**config.mk**
```make
export PLATFORM = sky130hd
export DESIGN_NAME = irq_prio_ctrl
export DESIGN_NICKNAME = d
export VERILOG_FILES = /design/src/rtl/irq_prio_pkg.sv /design/src/rtl/irq_src_path.sv /design/src/rtl/irq_arbiter.sv /design/src/rtl/irq_prio_ctrl.sv
export SDC_FILE = /design/constraint.sdc
export NUM_CORES = 1
export LEC_CHECK = 0
export ABC_AREA = 1
export ABC_CLOCK_PERIOD_IN_PS = 4000
export BUFFER_PORTS_ARGS = -buffer_cell sky130_fd_sc_hd__clkbuf_2
export CAP_MARGIN = 20
export CELL_PAD_IN_SITES_DETAIL_PLACEMENT = 1
export CELL_PAD_IN_SITES_GLOBAL_PLACEMENT = 1
export CORE_ASPECT_RATIO = 1.2
export CORE_UTILIZATION = 36
export DETAILED_ROUTE_END_ITERATION = 10
export GPL_ROUTABILITY_DRIVEN = 0
export GPL_TIMING_DRIVEN = 0
export PLACE_DENSITY = 0.84
export REMOVE_ABC_BUFFERS = 1
export SKIP_CTS_REPAIR_TIMING = 1
export SYNTH_ARGS = -nofsm -noshare
export SYNTH_HDL_FRONTEND = slang
export SYNTH_HIERARCHICAL = 1
export SYNTH_SLANG_ARGS = --single-unit
```
**constraint.sdc**
```tcl
create_clock -name clk -period 4 [get_ports clk]
set_input_delay 0.8 -clock clk [delete_from_list [all_inputs] [get_ports clk]]
set_output_delay 0.8 -clock clk [all_outputs]
set_load 0.02 [all_outputs]
```
**src/rtl/irq_prio_pkg.sv**
```systemverilog
package irq_prio_pkg;
  localparam int NUM_SRC = 7;
  localparam int NUM_EXT = 4;
  localparam int IDX_W   = $clog2(NUM_SRC);

  localparam logic [IDX_W-1:0] SLOT_TMR0 = IDX_W'(1);
  localparam logic [IDX_W-1:0] SLOT_TMR1 = IDX_W'(3);

  typedef struct packed {
    logic             take;
    logic [IDX_W-1:0] srcSel;
  } ackStrobe_t;

  // polling slot of each external pin
  function automatic logic [IDX_W-1:0] extSlot(input int pin);
    case (pin)
      0:       return IDX_W'(0);
      1:       return IDX_W'(2);
      2:       return IDX_W'(5);
      default: return IDX_W'(6);
    endcase
  endfunction

  function automatic logic [IDX_W-1:0] firstSet(input logic [NUM_SRC-1:0] v);
    logic [IDX_W-1:0] r;
    r = '0;
    for (int i = NUM_SRC - 1; i >= 0; i--) begin
      if (v[i]) r = IDX_W'(i);
    end
    return r;
  endfunction
endpackage

```
**src/rtl/irq_src_path.sv**
```systemverilog
module irq_src_path
  import irq_prio_pkg::*;
#(
  parameter int          SYNC_DEPTH = 2,
  parameter logic [7:0]  CTRL_ADDR  = 8'hC0
) (
  input  logic               clk,
  input  logic               rstN,
  input  logic [NUM_EXT-1:0] extPinN,
  input  logic [1:0]         extEdgeMode,
  input  logic [1:0]         tmrFlag,
  input  logic               serFlag,
  input  logic [4:0]         srcEn,
  input  logic [4:0]         srcHiPrio,
  input  logic               byteWrEn,
  input  logic [7:0]         byteAddr,
  input  logic [7:0]         byteData,
  input  logic               bitWrEn,
  input  logic [7:0]         bitAddr,
  input  logic               bitData,
  input  ackStrobe_t         strb,
  output logic [NUM_SRC-1:0] pend,
  output logic [NUM_SRC-1:0] enable,
  output logic [NUM_SRC-1:0] hiPrio,
  output logic [7:0]         ctrlRdData
);
  logic [NUM_EXT-1:0] syncQ [SYNC_DEPTH];
  logic [NUM_EXT-1:0] prevQ, held, heldNext, synced, fallSeen;
  logic [NUM_EXT-1:0] mode, extPend, clrExt, touch, swVal, base;
  logic [5:0]         ctrlKeep;   // {PX3,EX3,IT3,PX2,EX2,IT2}
  logic [7:0]         ctrlNext, ctrlNow;
  logic               byteHit, bitHit;

  assign byteHit = byteWrEn && (byteAddr == CTRL_ADDR);
  assign bitHit  = bitWrEn && (bitAddr[7:3] == CTRL_ADDR[7:3]);

  assign ctrlNow = {ctrlKeep[5:4], 1'b0, ctrlKeep[3:1], 1'b0, ctrlKeep[0]};

  always_comb begin
    ctrlNext = ctrlNow;
    if (byteHit) ctrlNext = byteData;
    if (bitHit)  ctrlNext[bitAddr[2:0]] = bitData;
  end

  assign touch = {byteHit || (bitHit && bitAddr[2:0] == 3'd5),
                  byteHit || (bitHit && bitAddr[2:0] == 3'd1), 2'b00};
  assign swVal = {ctrlNext[5], ctrlNext[1], 2'b00};

  assign mode     = {ctrlKeep[3], ctrlKeep[0], extEdgeMode};
  assign synced   = syncQ[SYNC_DEPTH-1];
  assign fallSeen = prevQ & ~synced;

  generate
    for (genvar g = 0; g < NUM_EXT; g++) begin : g_ext
      assign clrExt[g]   = strb.take && (strb.srcSel == extSlot(g));
      assign base[g]     = touch[g] ? swVal[g] : held[g];
      assign heldNext[g] = mode[g] && ((base[g] && !clrExt[g]) || fallSeen[g]);
      assign extPend[g]  = mode[g] ? held[g] : !synced[g];
    end
  endgenerate

  always_ff @(posedge clk or negedge rstN) begin
    if (!rstN) begin
      for (int k = 0; k < SYNC_DEPTH; k++) syncQ[k] <= '1;
      prevQ    <= '1;
      held     <= '0;
      ctrlKeep <= '0;
    end else begin
      syncQ[0] <= extPinN;
      for (int k = 1; k < SYNC_DEPTH; k++) syncQ[k] <= syncQ[k-1];
      prevQ    <= synced;
      held     <= heldNext;
      ctrlKeep <= {ctrlNext[7:6], ctrlNext[4:2], ctrlNext[0]};
    end
  end

  assign pend   = {extPend[3], extPend[2], serFlag, tmrFlag[1], extPend[1], tmrFlag[0], extPend[0]};
  assign enable = {ctrlKeep[4], ctrlKeep[1], srcEn};
  assign hiPrio = {ctrlKeep[5], ctrlKeep[2], srcHiPrio};
  assign ctrlRdData = {ctrlKeep[5:4], extPend[3], ctrlKeep[3:1], extPend[2], ctrlKeep[0]};

  AST_EDGE_CAPTURE: assert property (@(posedge clk) disable iff (!rstN)
    (($past(fallSeen & mode) & ~held) == '0));
endmodule

```
**src/rtl/irq_arbiter.sv**
```systemverilog
module irq_arbiter
  import irq_prio_pkg::*;
#(
  parameter int          VEC_W    = 16,
  parameter logic [15:0] VEC_BASE = 16'h0003,
  parameter int          VEC_STEP = 8,
  parameter int          GAP_SLOT = 5
) (
  input  logic               clk,
  input  logic               rstN,
  input  logic [NUM_SRC-1:0] pend,
  input  logic [NUM_SRC-1:0] enable,
  input  logic [NUM_SRC-1:0] hiPrio,
  input  logic               globalEn,
  input  logic               irqAck,
  input  logic               irqRet,
  output ackStrobe_t         strb,
  output logic               irqReq,
  output logic [VEC_W-1:0]   irqVector,
  output logic [1:0]         timerClr
);
  logic [NUM_SRC-1:0] elig, hiCand, loCand;
  logic               nxtValid, nxtHi, reqQ, selHiQ, inSvcHi, inSvcLo, ackTake;
  logic [IDX_W-1:0]   nxtIdx, selQ;
  int                 slotPos;

  assign elig   = pend & enable & {NUM_SRC{globalEn}};
  assign hiCand = elig & hiPrio;
  assign loCand = elig & ~hiPrio;

  always_comb begin
    nxtValid = 1'b0;
    nxtHi    = 1'b0;
    nxtIdx   = '0;
    if (!inSvcHi) begin
      if (|hiCand) begin
        nxtValid = 1'b1;
        nxtHi    = 1'b1;
        nxtIdx   = firstSet(hiCand);
      end else if (!inSvcLo && |loCand) begin
        nxtValid = 1'b1;
        nxtIdx   = firstSet(loCand);
      end
    end
  end

  assign ackTake = irqAck && reqQ;

  always_ff @(posedge clk or negedge rstN) begin
    if (!rstN) begin
      reqQ    <= 1'b0;
      selQ    <= '0;
      selHiQ  <= 1'b0;
      inSvcHi <= 1'b0;
      inSvcLo <= 1'b0;
    end else begin
      reqQ   <= ackTake ? 1'b0 : nxtValid;
      selQ   <= nxtIdx;
      selHiQ <= nxtHi;
      if (ackTake) begin
        if (selHiQ) inSvcHi <= 1'b1;
        else        inSvcLo <= 1'b1;
      end else if (irqRet) begin
        if (inSvcHi) inSvcHi <= 1'b0;
        else         inSvcLo <= 1'b0;
      end
    end
  end

  assign strb.take   = ackTake;
  assign strb.srcSel = selQ;
  assign timerClr    = {ackTake && selQ == SLOT_TMR1, ackTake && selQ == SLOT_TMR0};
  assign irqReq      = reqQ;

  assign slotPos   = (int'(selQ) < GAP_SLOT) ? int'(selQ) : int'(selQ) + 1;
  assign irqVector = VEC_W'(VEC_BASE) + VEC_W'(slotPos * VEC_STEP);

  AST_HI_NO_NEST: assert property (@(posedge clk) disable iff (!rstN)
    $past(inSvcHi) |-> !irqReq);
  AST_LO_ONLY_HI: assert property (@(posedge clk) disable iff (!rstN)
    ($past(inSvcLo) && irqReq) |-> selHiQ);
  AST_RET_POP_HI: assert property (@(posedge clk) disable iff (!rstN)
    $past(irqRet && inSvcHi && !ackTake) |-> !inSvcHi);
  AST_GLOBAL_GATE: assert property (@(posedge clk) disable iff (!rstN)
    !$past(globalEn) |-> !irqReq);
  AST_TCLR_NEEDS_REQ: assert property (@(posedge clk) disable iff (!rstN)
    (timerClr != 2'b00) |-> (irqReq && irqAck));
endmodule

```
**src/rtl/irq_prio_ctrl.sv**
```systemverilog
module irq_prio_ctrl
  import irq_prio_pkg::*;
#(
  parameter int          SYNC_DEPTH = 2,
  parameter logic [7:0]  CTRL_ADDR  = 8'hC0,
  parameter int          VEC_W      = 16,
  parameter logic [15:0] VEC_BASE   = 16'h0003,
  parameter int          VEC_STEP   = 8
) (
  input  logic             clk,
  input  logic             rstN,
  input  logic [3:0]       extPinN,
  input  logic [1:0]       extEdgeMode,
  input  logic [1:0]       tmrFlag,
  input  logic             serFlag,
  input  logic [4:0]       srcEn,
  input  logic [4:0]       srcHiPrio,
  input  logic             globalEn,
  input  logic             byteWrEn,
  input  logic [7:0]       byteAddr,
  input  logic [7:0]       byteData,
  input  logic             bitWrEn,
  input  logic [7:0]       bitAddr,
  input  logic             bitData,
  output logic [7:0]       ctrlRdData,
  input  logic             irqAck,
  input  logic             irqRet,
  output logic             irqReq,
  output logic [VEC_W-1:0] irqVector,
  output logic [1:0]       timerClr
);
  ackStrobe_t         strb;
  logic [NUM_SRC-1:0] pend, enable, hiPrio;

  irq_src_path #(.SYNC_DEPTH(SYNC_DEPTH), .CTRL_ADDR(CTRL_ADDR)) u_path (
    .clk(clk), .rstN(rstN), .extPinN(extPinN), .extEdgeMode(extEdgeMode),
    .tmrFlag(tmrFlag), .serFlag(serFlag), .srcEn(srcEn), .srcHiPrio(srcHiPrio),
    .byteWrEn(byteWrEn), .byteAddr(byteAddr), .byteData(byteData),
    .bitWrEn(bitWrEn), .bitAddr(bitAddr), .bitData(bitData), .strb(strb),
    .pend(pend), .enable(enable), .hiPrio(hiPrio), .ctrlRdData(ctrlRdData));

  irq_arbiter #(.VEC_W(VEC_W), .VEC_BASE(VEC_BASE), .VEC_STEP(VEC_STEP)) u_arb (
    .clk(clk), .rstN(rstN), .pend(pend), .enable(enable), .hiPrio(hiPrio),
    .globalEn(globalEn), .irqAck(irqAck), .irqRet(irqRet), .strb(strb),
    .irqReq(irqReq), .irqVector(irqVector), .timerClr(timerClr));
endmodule

```
== Word-level counts from Yosys, hierarchy flattened ==
Cells that the tools add are included.

* Flip-flop bits (word level): 29
* Input bits: 51
* Output and inout port bits: 27
* Word-level logic and storage cells: 118

* $add $sub $neg: 2
* Magnitude comparators: 3
* Equal/unequal tests: 12
* Muxes and demuxes: 42
* Bitwise gates (word level): 7
* Reductions and logical operators: 42

{| class="wikitable"
|+ Operator list
! cell !! count
|-
| 3-bit two-way mux || 17
|-
| 7-bit bitwise AND || 4
|-
| 1-bit logical AND || 21
|-
| 1-bit two-way mux || 20
|-
| 2-bit by 16-bit adder with 16-bit output, first input constant || 1
|-
| 8-bit two-way mux || 2
|-
| 7-bit OR reduction || 2
|-
| 13-bit two-way mux || 1
|-
| 3-bit equality test, second input constant || 3
|-
| 1-bit logical NOT || 9
|-
| 8-bit bitwise mux || 1
|-
| 8-bit equality test, second input constant || 1
|-
| 7-bit NOT || 1
|-
| 3-bit by 1-bit equality test with 1-bit output, second input constant || 2
|-
| 3-bit by 2-bit equality test with 1-bit output, second input constant || 2
|-
| 1-bit logical OR || 6
|-
| 5-bit equality test, second input constant || 1
|-
| 3-bit by 1-bit adder with 4-bit output, second input constant || 1
|-
| 4-bit bitwise AND || 1
|-
| 3-bit by 4-bit less-than comparator with 1-bit output, second input constant || 1
|-
| 2-bit inequality test, second input constant || 2
|-
| 4-bit NOT || 1
|-
| 1-bit demux with 3-bit select || 1
|-
| 3-bit by 1-bit greater-or-equal comparator with 1-bit output, second input constant || 1
|-
| other kinds (6) || 6
|}

== Longest topological paths before layout ==
* Word-level depth: 15
* Depth in mapped cells: 11
* Mapped depth without buffers: 10

== Hierarchy ==
Netlist, hierarchy kept.

{| class="wikitable"
|+ Modules (own cells, without submodules)
! module !! times used !! cells an instance !! area an instance (um2) !! sequential area each (um2)
|-
| irq_src_path || 1 || 141 || 1186.1 || 565.5
|-
| irq_arbiter || 1 || 123 || 782.0 || 175.2
|}

== Worst setup path before layout ==
OpenSTA, ideal clock, no wires.

* Kind: flip-flop to output port
* From: register u_arb.selQ[0]
* To: output port irqVector[5]
* Arrival time: 1.247 ns
* Required time: 3.200 ns
* Path slack: 1.953 ns
* Stages on the path, launching flop included: 4
* Buffers on the path: 0
* Cell sequence: dfrtp_1 ha_1 ha_1 a21oi_1

* Longest elaborated chain between the ends: 3
* Elaborated cells between the ends (all ways): 4
* Those cells by class: 2 x add/sub; 1 x order compare; 1 x mux

{| class="wikitable"
|+ RTL lines
! what !! line !! source
|-
| start, declared || irq_arbiter.sv:24 || <nowiki>logic [IDX_W-1:0] nxtIdx, selQ;</nowiki>
|-
| start signal, assigned || irq_arbiter.sv:58 || <nowiki>selQ <= nxtIdx;</nowiki>
|-
| 3-bit by 1-bit adder with 4-bit output / 3-bit less-than comparator (equally long branches) || irq_arbiter.sv:75 || <nowiki>assign slotPos = (int'(selQ) < GAP_SLOT) ? int'(selQ) : int'(selQ) + 1;</nowiki>
|-
| 13-bit two-way mux * || irq_arbiter.sv:75 ||
|-
| 2-bit by 16-bit adder with 16-bit output * || irq_arbiter.sv:76 || <nowiki>assign irqVector = VEC_W'(VEC_BASE) + VEC_W'(slotPos * VEC_STEP);</nowiki>
|-
| end, declared || irq_prio_ctrl.sv:29 || <nowiki>output logic [VEC_W-1:0] irqVector,</nowiki>
|}

Every way passes the cells marked *; elsewhere a longest branch is shown, timed or not.

== Worst setup path after layout ==
Same ends and word-level chain as after synthesis.

==> impl_metrics.py <==
metrics = {
    "timing": {
        "rsz0062_at_grt": "no",
        "period_needed_ns": 2.361,
        "fmax_mhz": 423.6,
        "worst_slack_ns": 1.639,
        "fin_tns_setup_ns": 0,
        "worstMarginPinSlew_ns": 0.7446,
        "max_slew_margin_pct": 50.36,
        "finClkSkew_ns": 0.003548,
        "whs_ns": 0.3567,
        "final-hold-violation-count": 0,
        "slew_violations": 0,
        "period_share_pct": 59.02,
        "setup_violations": 0,
    },
    "detailed_routing": {
        "ant_nets": 0,
        "drt-initial-drc-count": 44,
        "routed_wl_um": 4795,
        "via_count": 1852,
        "wl_per_cell_um": 12.75,
        "drc": 0,
        "via_per_inst": 4.926,
        "dr.pass1.iters": 4,
    },
    "worst_setup_path": {
        "rrSetupSlack_ns": 2.28,
        "worst_ep_required_time_ns": 3.20,
        "crit_slowest_cell": "dfrtp_1",
        "critPathMaxStageDelay_ns": 0.44,
        "start_kind": "register",
        "crit_top_cell": "ha_1",
        "crit_arrival_ns": 1.56,
        "critical_path_class": "register to output port",
        "end_kind": "output port",
        "cp_max_fo": 7,
        "path_cells": "ha_1 -> ha_1 -> a21oi_1 -> clkbuf_2",
    },
    "die": {
        "die_h_um": 83.00,
        "die_area_um2": 5768,
        "row_count": 29,
        "fp.coreArea_um2": 5261,
        "io_pins": 78,
        "dieWidth_um": 69.50,
        "start_util_pct": 37.41,
    },
    "cts": {
        "root_buffer": "clkbuf_8",
        "clkSinkCount": 29,
        "cts_tree": "built",
        "path_clk_slew_ns": 0.06,
        "clock_path_buffers": 2,
        "numCtsBuffers": 5,
        "worstSkewPairLatency_ns": 0.28,
        "h-tree-depth": 2,
    },
    "global_route": {
        "track_usage_pct": 17.77,
        "grt_overflow_total": 0,
        "grt_pass1_vias": 1873,
        "grt_max_degree": 30,
        "grt_pass1_wl_um": 8183,
        "antenna_found_initial": 0,
    },
    "power": {
        "power.density_nw_per_um2": 354.1,
        "combinationalPowerShare_pct": 26.2,
        "p_leak_nw": 1.268,
        "p_seq_share_pct": 44.6,
        "swShare_pct": 34.51,
        "intPower_mw": 0.5193,
        "totalPowerFinal_mw": 0.7930,
        "irDropWorstVdd_mv": 0.1981,
        "p_sw_mw": 0.2737,
        "p_clk_share_pct": 29.2,
    },
    "job": {
        "drv_cap": 0,
    },
    "placement": {
        "place_area_um2": 2157,
        "hpwlAfterDp_um": 3962,
        "portBuffers": 65,
        "pre_cts_ws_ns": 1.900,
    },
    "synthesis": {
        "synth-edff-count": 0,
        "yosysUniqueCellTypes": 27,
        "synthFlopType": "dfrtp_1",
        "synth_cells": 264,
        "avgSynthCellArea_um2": 7.455,
        "synthTopCellsByArea": "dfrtp_1 22%, dfstp_2 16%, buf_4 12%",
        "synth_seq_area_share_pct": 37.64,
        "yosys.area.top_type": "dfrtp_1",
        "synth_seq_cells": 29,
        "ys_warn_count": 6,
        "syn_area_um2": 1968,
        "synth_top_area_share_pct": 21.61,
        "async_reset_ff_share_pct": 100.0,
    },
    "finish": {
        "drive_above_1_share_pct": 29.62,
        "syn_to_final_growth_pct": 13.80,
        "antenna_cells": 0,
        "nNetsFinal": 367,
        "stdcell_area_um2": 2240,
    },
    "hold_path": {
        "min_path_type": "register to register",
    },
    "outcome": {
        "status": "finished clean",
    },
}
[area by class of cell]
cell class | instances | area (um2)
tap | 62 | 77.57
clock buffer | 6 | 72.57
clock inverter | 2 | 10.01
timing repair buffer | 65 | 325.3
multi-input combinational | 175 | 874.6
sequential | 29 | 740.7
inverter | 37 | 138.9
fill | 695 | 3022
[synth_stat cells, types with 3 or more instances]
cell,count
inv_1,36
nand2_1,57
nand4_2,3
o21ai_0,10
nand3_1,17
nor2_1,24
a21oi_1,6
ha_1,3
nor3_1,3
o21ai_1,7
dfrtp_1,17
nand4_1,19
buf_4,32
dfstp_2,12
[cells by family (layout without fill, tap and decap cells)]
kind of cell / after synthesis / in the layout / synth area share [%]
and+or+nand+nor: 133 / 133 / 32.87
buffers and inverters: 70 / 110 / 19.83
DFF: 29 / 29 / 37.64
AOI/OAI and AO/OA: 27 / 27 / 7.374
adders and majority gates: 3 / 3 / 1.907
other: 2 / 12 / 0.3816
[cell usage in the layout (no fill, tap or decap), drive strengths merged]
| master | synthesis | final |
|---|---|---|
| nand2 | 58 | 58 |
| dfstp | 12 | 12 |
| inv | 37 | 37 |
| ha | 3 | 3 |
| a22o | 1 | 1 |
| clkbuf | 0 | 71 |
| nor3 | 4 | 4 |
| o21ai | 17 | 17 |
| dfrtp | 17 | 17 |
| nand4 | 22 | 22 |
| clkinv | 0 | 2 |
| nand3 | 18 | 18 |
| a21oi | 6 | 6 |
| nand3b | 2 | 2 |
| or2 | 2 | 2 |
| nor4 | 1 | 1 |
| conb | 2 | 12 |
| nor2 | 26 | 26 |
| a31oi | 1 | 1 |
| o211ai | 2 | 2 |
[metal layers]
layer | wire length, um | up-vias | track usage, %
met5 | 0 | - | 0
met4 | 95 | 0 | 6.679
met3 | 303 | 10 | 4.126
met2 | 2464 | 72 | 31.95
met1 | 1931 | 853 | 20.14
li1 | - | 917 | -
[per-stage QoR]
| stage | cells | utilization (%) |
|---|---|---|
| finish | 376 | 42.57 |
| global route | 376 | 42.57 |
| CTS | 376 | 42.57 |
| detailed placement | 368 | 41.00 |
| global placement | 368 | 41.00 |
| floorplan | 241 | - |
[worst max-delay path, delay by kind of cell (launching register included)]
| family | cells | cell delay (ns) |
|---|---|---|
| adders and majority gates | 2 | 0.52 |
| DFF | 1 | 0.44 |
| buffers and inverters | 1 | 0.18 |
| AOI/OAI and AO/OA | 1 | 0.14 |
[sequential cells by signal, indices dropped and copies added, names as in the netlist]
register	flops
u_path/syncQ	4
u_arb/selHiQ	1
u_path/held	4
u_arb/irqReq	1
u_arb/inSvcHi	1
u_arb/selQ	3
u_path/synced	4
u_path/prevQ	4
u_arb/inSvcLo	1
u_path/ctrlKeep	6
[power by group through the flow]
stage          Sequential (mW)  Combinational, mW  Clock [mW]
2_1_floorplan            0.364              0.114           0
3_3_place_gp             0.357              0.200           0
3_5_place_dp             0.360              0.209           0
4_1_cts                  0.355              0.210       0.242
5_1_grt                  0.359              0.235       0.255
6_report                 0.354              0.208       0.231
[final timing paths]
path	startpoint	endpoint	cells past startpoint
max	u_arb/selQ[0]$_DFF_PN0_	irqVector[5]	4
min	u_path/syncQ[7]$_DFF_PN1_	u_path/synced[3]$_DFF_PN1_	0
max reg2reg	u_path/ctrlKeep[0]$_DFF_PN0_	u_arb/selQ[1]$_DFF_PN0_	9
min reg2reg	u_path/syncQ[7]$_DFF_PN1_	u_path/synced[3]$_DFF_PN1_	0
max in group asynchronous	rstN	u_path/held[0]$_DFF_PN0_	1
min in group asynchronous	rstN	u_arb/inSvcLo$_DFFE_PN0P_	1
(Power assumes the default switching activity.)
